`src/rtl/ews_pkg.sv`:
```
package ews_pkg;
  localparam int unsigned CNT_W = 3;

  typedef enum logic [1:0] {
    ST_IDLE,
    ST_SETUP,
    ST_STROBE
  } ews_state_e;

  typedef struct packed {
    logic [CNT_W-1:0] setup;
    logic [CNT_W-1:0] strobe;
    logic             rdy_en;
    logic             err;
  } ews_timing_t;
endpackage

```
`src/rtl/ews_region_sel.sv`:
```
module ews_region_sel #(
  parameter int unsigned REGIONS = 4,
  parameter int unsigned FLD_W   = 2,
  localparam int unsigned RW     = $clog2(REGIONS)
) (
  input  logic [RW-1:0]            region_i,
  input  logic [REGIONS-1:0]       fast_i,
  input  logic [REGIONS*FLD_W-1:0] wcnt_i,
  input  logic [REGIONS*FLD_W-1:0] ext_i,
  output logic                     fast_o,
  output logic [FLD_W-1:0]         wcnt_o,
  output logic [FLD_W-1:0]         ext_o
);
  logic [FLD_W-1:0] wcnt_arr [REGIONS];
  logic [FLD_W-1:0] ext_arr  [REGIONS];

  for (genvar g = 0; g < REGIONS; g++) begin : g_unpack
    assign wcnt_arr[g] = wcnt_i[g*FLD_W +: FLD_W];
    assign ext_arr[g]  = ext_i[g*FLD_W +: FLD_W];
  end

  assign fast_o = fast_i[region_i];
  assign wcnt_o = wcnt_arr[region_i];
  assign ext_o  = ext_arr[region_i];
endmodule

```
`src/rtl/ews_decode.sv`:
```
module ews_decode
  import ews_pkg::*;
(
  input  logic        write_i,
  input  logic        mux_i,
  input  logic        sw_wait_i,
  input  logic        fast_i,
  input  logic [1:0]  wcnt_i,
  input  logic [1:0]  ext_i,
  output ews_timing_t timing_o
);
  logic wait_mode;

  // illegal no-wait requests fall back to wait mode
  assign wait_mode = ~fast_i | mux_i | sw_wait_i;

  always_comb begin
    timing_o        = '0;
    timing_o.rdy_en = wait_mode;
    timing_o.err    = (fast_i & (mux_i | sw_wait_i)) | (mux_i & (wcnt_i == 2'b11));
    if (!wait_mode) begin
      timing_o.setup  = write_i ? CNT_W'(1) : CNT_W'(0);
      timing_o.strobe = CNT_W'(1);
    end else if (mux_i) begin
      timing_o.setup  = CNT_W'(1);
      timing_o.strobe = wcnt_i[1] ? CNT_W'(3) : CNT_W'(2);
    end else if (wcnt_i != 2'b11) begin
      timing_o.setup  = CNT_W'(1);
      timing_o.strobe = CNT_W'(wcnt_i) + CNT_W'(1);
    end else begin
      unique case (ext_i)
        2'b00: begin timing_o.setup = CNT_W'(2); timing_o.strobe = CNT_W'(3); end
        2'b01: begin timing_o.setup = CNT_W'(2); timing_o.strobe = CNT_W'(4); end
        2'b10: begin timing_o.setup = CNT_W'(3); timing_o.strobe = CNT_W'(4); end
        default: begin timing_o.setup = CNT_W'(4); timing_o.strobe = CNT_W'(5); end
      endcase
    end
  end
endmodule

```
`src/rtl/ews_fsm.sv`:
```
module ews_fsm
  import ews_pkg::*;
#(
  parameter int unsigned REGIONS = 4,
  localparam int unsigned RW     = $clog2(REGIONS)
) (
  input  logic               clk_i,
  input  logic               rst_ni,
  input  logic               start_i,
  input  logic [RW-1:0]      region_i,
  input  logic               write_i,
  input  logic [CNT_W-1:0]   setup_i,
  input  logic [CNT_W-1:0]   strobe_i,
  input  logic               rdy_en_i,
  input  logic               ready_i,
  output logic               accept_o,
  output logic [REGIONS-1:0] cs_o,
  output logic               rd_o,
  output logic               wr_o,
  output logic               busy_o,
  output logic               done_o
);
  ews_state_e       state_q;
  logic [CNT_W-1:0] cnt_q, strobe_len_q;
  logic [RW-1:0]    region_q;
  logic             write_q, rdy_en_q, done_q;

  assign accept_o = start_i & (state_q == ST_IDLE);

  always_ff @(posedge clk_i or negedge rst_ni) begin
    if (!rst_ni) begin
      state_q      <= ST_IDLE;
      cnt_q        <= '0;
      strobe_len_q <= '0;
      region_q     <= '0;
      write_q      <= 1'b0;
      rdy_en_q     <= 1'b0;
      done_q       <= 1'b0;
    end else begin
      done_q <= 1'b0;
      unique case (state_q)
        ST_IDLE: if (accept_o) begin
          region_q     <= region_i;
          write_q      <= write_i;
          rdy_en_q     <= rdy_en_i;
          strobe_len_q <= strobe_i;
          if (setup_i != '0) begin
            state_q <= ST_SETUP;
            cnt_q   <= setup_i;
          end else begin
            state_q <= ST_STROBE;
            cnt_q   <= strobe_i;
          end
        end
        ST_SETUP: begin
          if (cnt_q == CNT_W'(1)) begin
            state_q <= ST_STROBE;
            cnt_q   <= strobe_len_q;
          end else begin
            cnt_q <= cnt_q - CNT_W'(1);
          end
        end
        ST_STROBE: begin
          if (cnt_q != CNT_W'(1)) begin
            cnt_q <= cnt_q - CNT_W'(1);
          end else if (ready_i || !rdy_en_q) begin
            state_q <= ST_IDLE;
            done_q  <= 1'b1;
          end
        end
        default: state_q <= ST_IDLE;
      endcase
    end
  end

  for (genvar g = 0; g < REGIONS; g++) begin : g_cs
    assign cs_o[g] = (state_q != ST_IDLE) && (region_q == RW'(g));
  end

  assign rd_o   = (state_q == ST_STROBE) & ~write_q;
  assign wr_o   = (state_q == ST_STROBE) & write_q;
  assign busy_o = state_q != ST_IDLE;
  assign done_o = done_q;

  a_r11_cs_onehot: assert property (@(posedge clk_i) disable iff (!rst_ni)
    $onehot0(cs_o));
  a_r11_strobe_excl: assert property (@(posedge clk_i) disable iff (!rst_ni)
    !(rd_o && wr_o) && ((rd_o || wr_o) -> (|cs_o)));
  a_r8_fast_no_stretch: assert property (@(posedge clk_i) disable iff (!rst_ni)
    (state_q == ST_STROBE && cnt_q == CNT_W'(1) && !rdy_en_q) |=> (state_q == ST_IDLE));
  a_r9_done_after_strobe: assert property (@(posedge clk_i) disable iff (!rst_ni)
    done_o |-> (cs_o == '0) && $past(rd_o || wr_o));
  a_r10_busy_hold: assert property (@(posedge clk_i) disable iff (!rst_ni)
    (busy_o && start_i) |=> $stable(region_q) && $stable(write_q) && $stable(strobe_len_q));
  a_r3_strobe_nonzero: assert property (@(posedge clk_i) disable iff (!rst_ni)
    accept_o |-> (strobe_i != '0));
endmodule

```
`src/rtl/ext_wait_seq.sv`:
```
module ext_wait_seq
  import ews_pkg::*;
#(
  parameter int unsigned REGIONS = 4,
  parameter int unsigned FLD_W   = 2,
  localparam int unsigned RW     = $clog2(REGIONS)
) (
  input  logic                     clk_i,
  input  logic                     rst_ni,
  input  logic                     start_i,
  input  logic [RW-1:0]            region_i,
  input  logic                     write_i,
  input  logic                     mux_i,
  input  logic                     sw_wait_i,
  input  logic [REGIONS-1:0]       fast_i,
  input  logic [REGIONS*FLD_W-1:0] wcnt_i,
  input  logic [REGIONS*FLD_W-1:0] ext_i,
  input  logic                     ready_i,
  output logic [REGIONS-1:0]       cs_o,
  output logic                     rd_o,
  output logic                     wr_o,
  output logic                     busy_o,
  output logic                     done_o,
  output logic                     cfg_err_o
);
  logic             sel_fast, accept;
  logic [FLD_W-1:0] sel_wcnt, sel_ext;
  ews_timing_t      timing;
  logic             err_q;

  ews_region_sel #(.REGIONS(REGIONS), .FLD_W(FLD_W)) u_sel (
    .region_i(region_i), .fast_i(fast_i), .wcnt_i(wcnt_i), .ext_i(ext_i),
    .fast_o(sel_fast), .wcnt_o(sel_wcnt), .ext_o(sel_ext)
  );

  ews_decode u_dec (
    .write_i(write_i), .mux_i(mux_i), .sw_wait_i(sw_wait_i), .fast_i(sel_fast),
    .wcnt_i(sel_wcnt[1:0]), .ext_i(sel_ext[1:0]), .timing_o(timing)
  );

  ews_fsm #(.REGIONS(REGIONS)) u_fsm (
    .clk_i(clk_i), .rst_ni(rst_ni), .start_i(start_i), .region_i(region_i),
    .write_i(write_i), .setup_i(timing.setup), .strobe_i(timing.strobe),
    .rdy_en_i(timing.rdy_en), .ready_i(ready_i), .accept_o(accept),
    .cs_o(cs_o), .rd_o(rd_o), .wr_o(wr_o), .busy_o(busy_o), .done_o(done_o)
  );

  always_ff @(posedge clk_i or negedge rst_ni) begin
    if (!rst_ni) err_q <= 1'b0;
    else if (accept && timing.err) err_q <= 1'b1;
  end

  assign cfg_err_o = err_q;

  a_r7_err_sticky: assert property (@(posedge clk_i) disable iff (!rst_ni)
    cfg_err_o |=> cfg_err_o);
  a_r7_err_source: assert property (@(posedge clk_i) disable iff (!rst_ni)
    $rose(cfg_err_o) |-> $past(start_i && !busy_o));
endmodule

```
`config.mk`:
```
export PLATFORM = sky130hd
export DESIGN_NAME = ext_wait_seq
export DESIGN_NICKNAME = d
export VERILOG_FILES = /design/src/rtl/ews_pkg.sv /design/src/rtl/ews_region_sel.sv /design/src/rtl/ews_decode.sv /design/src/rtl/ews_fsm.sv /design/src/rtl/ext_wait_seq.sv
export SDC_FILE = /design/constraint.sdc
export NUM_CORES = 1
export LEC_CHECK = 0
export BUFFER_PORTS_ARGS = -buffer_cell sky130_fd_sc_hd__buf_2
export CORE_AREA = 3 3 52 54
export DETAILED_ROUTE_END_ITERATION = 16
export DIE_AREA = 0 0 55 57
export PLACE_DENSITY_LB_ADDON = 0.12
export REMOVE_ABC_BUFFERS = 1
export SLEW_MARGIN = 10
export SYNTH_ARGS = -nofsm -noshare
export SYNTH_HDL_FRONTEND = slang
export SYNTH_SLANG_ARGS = --single-unit
```
`constraint.sdc`:
```
create_clock -name clk_i -period 2.4 [get_ports clk_i]
set_input_delay 0.48 -clock clk_i [delete_from_list [all_inputs] [get_ports clk_i]]
set_output_delay 0.48 -clock clk_i [all_outputs]
set_load 0.01 [all_outputs]
```
# Word level (Yosys, flattened, before mapping)
# Cells that the tools add are included.
# word_totals
inputBits,29
word_cells,84
register_bits,14
out_inout_bits,9
# classes
muxes,28
bitwise_logic,12
n_addsub,2
n_eq_ne,16
reduce_logical,16
magnitude_cmp,2
# ops
cell,count
2-bit two-way mux,9
6-bit two-way mux,3
6-bit case mux with 3 select lines,1
3-bit two-way mux,4
"2-bit == test, second input constant",5
3-bit case mux with 3 select lines,1
2-bit binary-select mux with 2-bit select,2
"2-bit by 1-bit == test with 1-bit output, second input constant",3
2-bit logical NOT,3
1-bit two-way mux,6
"2-bit by 1-bit != test with 1-bit output, second input constant",3
"2-bit != test, second input constant",3
2-bit case mux with 3 select lines,1
3-bit nonzero test,2
1-bit bitwise AND,5
1-bit logical AND,5
1-bit bitwise OR,4
4-bit AND reduction,1
"2-bit by 1-bit adder with 3-bit output, second input constant",1
"3-bit by 1-bit == test with 1-bit output, second input constant",1
"3-bit greater-or-equal comparator, second input constant",1
"2-bit by 3-bit less-than comparator with 1-bit output, second input constant",1
"3-bit by 1-bit != test with 1-bit output, second input constant",1
2-bit inverter with 3-bit output,1
8 further kinds,9

# Depth between registers and ports, before layout
# depth
word_depth,13
depth_mapped,7
depth_no_buf,6

# Modules after synthesis
# A second synthesis with hierarchy kept.
# unflattened
hier_cells,115
area_unflattened_um2,1164.9
# modules_own_cells
module,seq_area_each_um2,area_per_inst_um2,n_inst,cells_per_inst
ews_fsm,325.3,795.8,1,83
ews_decode,0.0,212.7,1,24
ews_region_sel,0.0,123.9,1,6
ext_wait_seq,25.0,32.5,1,2

# Worst setup path after synthesis
# No wires, ideal clock.
# synth_path
path_kind,input to register
from,input port region_i[0]
to,register u_fsm.strobe_len_q[1]
path_stages,6
n_path_buf,1
t_arrival_ns,1.824
path_slack_ns,0.442
setup_time_ns,0.134
required_time_ns,2.266
path_cell_list,buf_6 -> mux4_2 -> ha_1 -> mux2_2 -> a21oi_1 -> o21ai_0
# synth_via
elab_chain_len,9
word_cells_on_any_way,21
classes_between,1 x add/sub; 3 x eq/ne; 12 x mux; 4 x bitwise; 1 x reduce/logical
# synth_lines
item,line_no,rtl
start: declaration,ext_wait_seq.sv:11,"input logic [RW-1:0] region_i,"
2-bit inverter with 3-bit output (implied by the code),"ews_region_sel.sv:23, ews_region_sel.sv:24",
2-bit binary-select mux with 2-bit select,ews_region_sel.sv:24,assign ext_o = ext_arr[region_i];
2-bit two-way mux (implied by the code) (2 in a row),ews_region_sel.sv:24,
2-bit == test (tied with other cells),ews_decode.sv:31,unique case (ext_i)
6-bit case mux with 3 select lines,ews_decode.sv:31,
6-bit two-way mux,ews_decode.sv:27,end else if (wcnt_i != 2'b11) begin
6-bit two-way mux,ews_decode.sv:24,end else if (mux_i) begin
6-bit two-way mux *,ews_decode.sv:21,if (!wait_mode) begin
end signal: assignment,ews_fsm.sv:46,strobe_len_q <= strobe_i;
end: declaration,ews_fsm.sv:24,"logic [CNT_W-1:0] cnt_q, strobe_len_q;"
# Every way passes the cells marked *; elsewhere a longest branch is shown, timed or not. The select of a mux whose other input is x is not followed.
# A chain may end at the register's enable or synchronous reset.

# Final worst setup path
# layout_path
from,register u_fsm.state_q[1]
to,output port cs_o[3]
# layout_via
elab_chain_len,2
# layout_lines
item,line_no,rtl
start: declaration,ews_fsm.sv:23,ews_state_e state_q;
start signal: assignment,ews_fsm.sv:32,state_q <= ST_IDLE;
start signal: assignment,ews_fsm.sv:48,state_q <= ST_SETUP;
start signal: assignment,ews_fsm.sv:51,state_q <= ST_STROBE;
2-bit nonzero test,ews_fsm.sv:77,assign cs_o[g] = (state_q != ST_IDLE) && (region_q == RW'(g));
1-bit logical AND,ews_fsm.sv:77,
end: declaration,ext_wait_seq.sv:19,"output logic [REGIONS-1:0] cs_o,"
# Every way passes these cells.

==> out/qor.yml <==
finalCriticalPeriod_ps: 1964
port_buffers: 37
cts_resized: 0
fp.dieH_um: 57
holdCritPathClass: "input port to asynchronous set/reset pin"
nets: 189
start_util: 0.4828
total_power_mw: 1.324
die_w_um: 55
status: "finished clean"
drtAntennaViolNets: 0
drive_gt1_frac: 0.3581
tns_ps: 0
maxSlewHeadroom: 0.7536
clk_latency_ps: 280
ys.flop_type: "dfrtp_1"
fin_worst_skew_ps: 5.055
htreeDepth: 1
drc: 0
num_antenna_cells: 0
worst_slew_pin_slew_ps: 368.8
grt_max_degree: 15
synth.area.top_cells: "dfrtp_1 32%, ha_1 11%, mux4_2 10%, o21ai_0 4.1%, mux2_2 4.1%"
fmax_mhz: 509.2
clkTransAtPathRegs_ps: 80
viasPerCell: 5.523
post_cts_buffers: 0
switchingPower_mw: 0.5706
drv_cap: 0
crit_path_frequent_cell: "inv_1"
cts_root_buf: "clkbuf_4"
critical_path_arrival_ps: 1480
syn_inst: 110
p_per_area_nw_per_um2: 1004
swShare: 0.4308
first_global_vias: 964
cts_hold_buf: 0
clockBufferDepth: 2
final-hold-violation-count: 0
cts_buffers: 3
io_pins: 38
final_cell_area_um2: 1319
power.share.clock: 0.102
drt-wirelength-per-cell_um: 14.30
critPathCaptureType: "output pin"
path_max_fanout: 8
syn-cell-area_um2: 1089
ir_drop_mv: 0.6770
cp_num_buf_inv: 3
p_int_mw: 0.7539
min_period_over_period: 0.8183
synth_edf_count: 0
pwr-share-comb: 0.582
synth_cell_types: 36
path_delay_family: "flip-flops"
yosysSeqAreaShare: 0.3218
drt_iter0_drc: 20
yosys.area.top_type: "dfrtp_1"
worst-setup-path-type: "flip-flop to output pin"
syn_to_final_growth_pct: 21.15
p_leak_nw: 0.6408
finalMaxSlewViolations: 0
place_area_um2: 1296
overflow: 0
rsz0062_at_grt: "no"
crit_chain: "inv_1 -> ha_1 -> inv_1 -> and3_1 -> buf_2"
dr.pass1.iters: 4
slowest_stage: "dfrtp_1"
synth.avg_cell_area_um2: 9.896
grt_pass1_wl_mm: 4.091
synth-async-reset-ratio: 1.000
wl_mm: 2.516
antenna_found_initial: 0
cts_tree: "yes"
row_count: 17
vias: 972
fin_util: 0.5849
setup_viol: 0
seqPwrFrac: 0.316
gr-usage-all-layers: 0.1767
clock_sinks: 14
dpl.hpwl_mm: 2.049
slowest_delay_ps: 410
die_area_um2: 3135
synth_seq_cells: 14
synth_top_area_frac: 0.3218
worstPathRequired_ps: 1920
startpoint_type: "flip-flop"
core_um2: 2255
synth_warnings: 0
gp_congestion: 0.8494
## sequential cells by signal (all words and copies together) (netlist names)
name                cells
u_fsm.region_q          2
u_fsm.rdy_en_q          1
u_fsm.strobe_len_q      3
u_fsm.state_q           2
u_fsm.write_q           1
u_fsm.done_o            1
u_fsm.cnt_q             3
cfg_err_o               1
## layer usage
metal,track usage,routed length (µm),up-vias
met4,0.08333,52,0
li1,-,-,479
met2,0.2821,1252,28
met5,0,0,-
met1,0.2246,1097,460
met3,0.03394,114,5
## stage by stage
| stage | worst slack (ps) | hold WS, ps | cells |
|---|---|---|---|
| floorplan | 571.2 | 184.4 | 107 |
| global placement | 296.4 | 396.2 | 173 |
| detailed placement | 268.2 | 401.5 | 173 |
| CTS | 427.9 | 92.80 | 176 |
| global route | 327.9 | 96.32 | 176 |
| finish | 436.0 | 81.01 | 176 |
## final timing paths
check                                 start  slack (ps)                    end  depth (start not counted)
max reg2reg                  u_fsm.cnt_q[1]         600       u_fsm.state_q[0]                          6
min in group clk_i                  write_i         460          u_fsm.write_q                          2
max                        u_fsm.state_q[1]         440                cs_o[3]                          5
max in group asynchronous            rst_ni        2070  u_fsm.strobe_len_q[0]                          1
min reg2reg                  u_fsm.rdy_en_q         480         u_fsm.rdy_en_q                          2
min                                  rst_ni          80              cfg_err_o                          1
## power groups by stage
stage	sequential [mW]	clock (mW)	combinational (mW)
6_report	0.419	0.135	0.771
3_3_place_gp	0.416	0	0.751
5_1_grt	0.428	0.148	0.858
3_5_place_dp	0.422	0	0.771
4_1_cts	0.417	0.138	0.775
2_1_floorplan	0.403	0	0.549
## Yosys cell counts, types with 2 or more instances
| cell | count |
|---|---|
| a21oi_1 | 2 |
| a31oi_1 | 3 |
| and2_1 | 2 |
| and3_1 | 2 |
| dfrtp_1 | 14 |
| ha_1 | 10 |
| inv_1 | 8 |
| mux2_2 | 4 |
| mux2i_1 | 2 |
| mux4_2 | 5 |
| nand2_1 | 8 |
| nand2b_1 | 3 |
| nand3_1 | 2 |
| nand3b_1 | 3 |
| nor2_1 | 9 |
| nor2b_1 | 4 |
| nor3b_1 | 2 |
| o21ai_0 | 9 |
## cells in the final DEF, fill, tap and decap left out, drive strengths merged, types with 3 or more instances in the layout
master	netlist	routed
nand2b	3	3
nor2b	5	5
nand3b	3	3
mux2	4	4
clkbuf	1	3
ha	10	10
mux4	5	5
buf	2	38
a31oi	3	3
inv	8	8
dfrtp	14	14
nor2	9	9
o21ai	9	9
nand2	8	8
## cell families (layout without fill, tap and decap cells)
group / after synthesis / after routing / synth area share
flip-flops: 14 / 14 / 0.3218
XOR/XNOR: 1 / 1 / 0.008047
AO/OA/AOI/OAI: 23 / 23 / 0.1437
multiplexers: 11 / 11 / 0.1632
buffers and inverters: 11 / 49 / 0.04597
AND/OR/NAND/NOR: 40 / 40 / 0.2023
adder cells (fa/ha/maj): 10 / 10 / 0.1149
## layout make-up
class	count	area, µm²
clock buffer	3	22.52
fill	218	935.9
inverter	8	30.03
multi-input combinational	85	688.2
sequential	14	350.3
tap	28	35.03
timing repair buffer	38	192.7
Note: power is estimated with default switching activity, not from simulation.
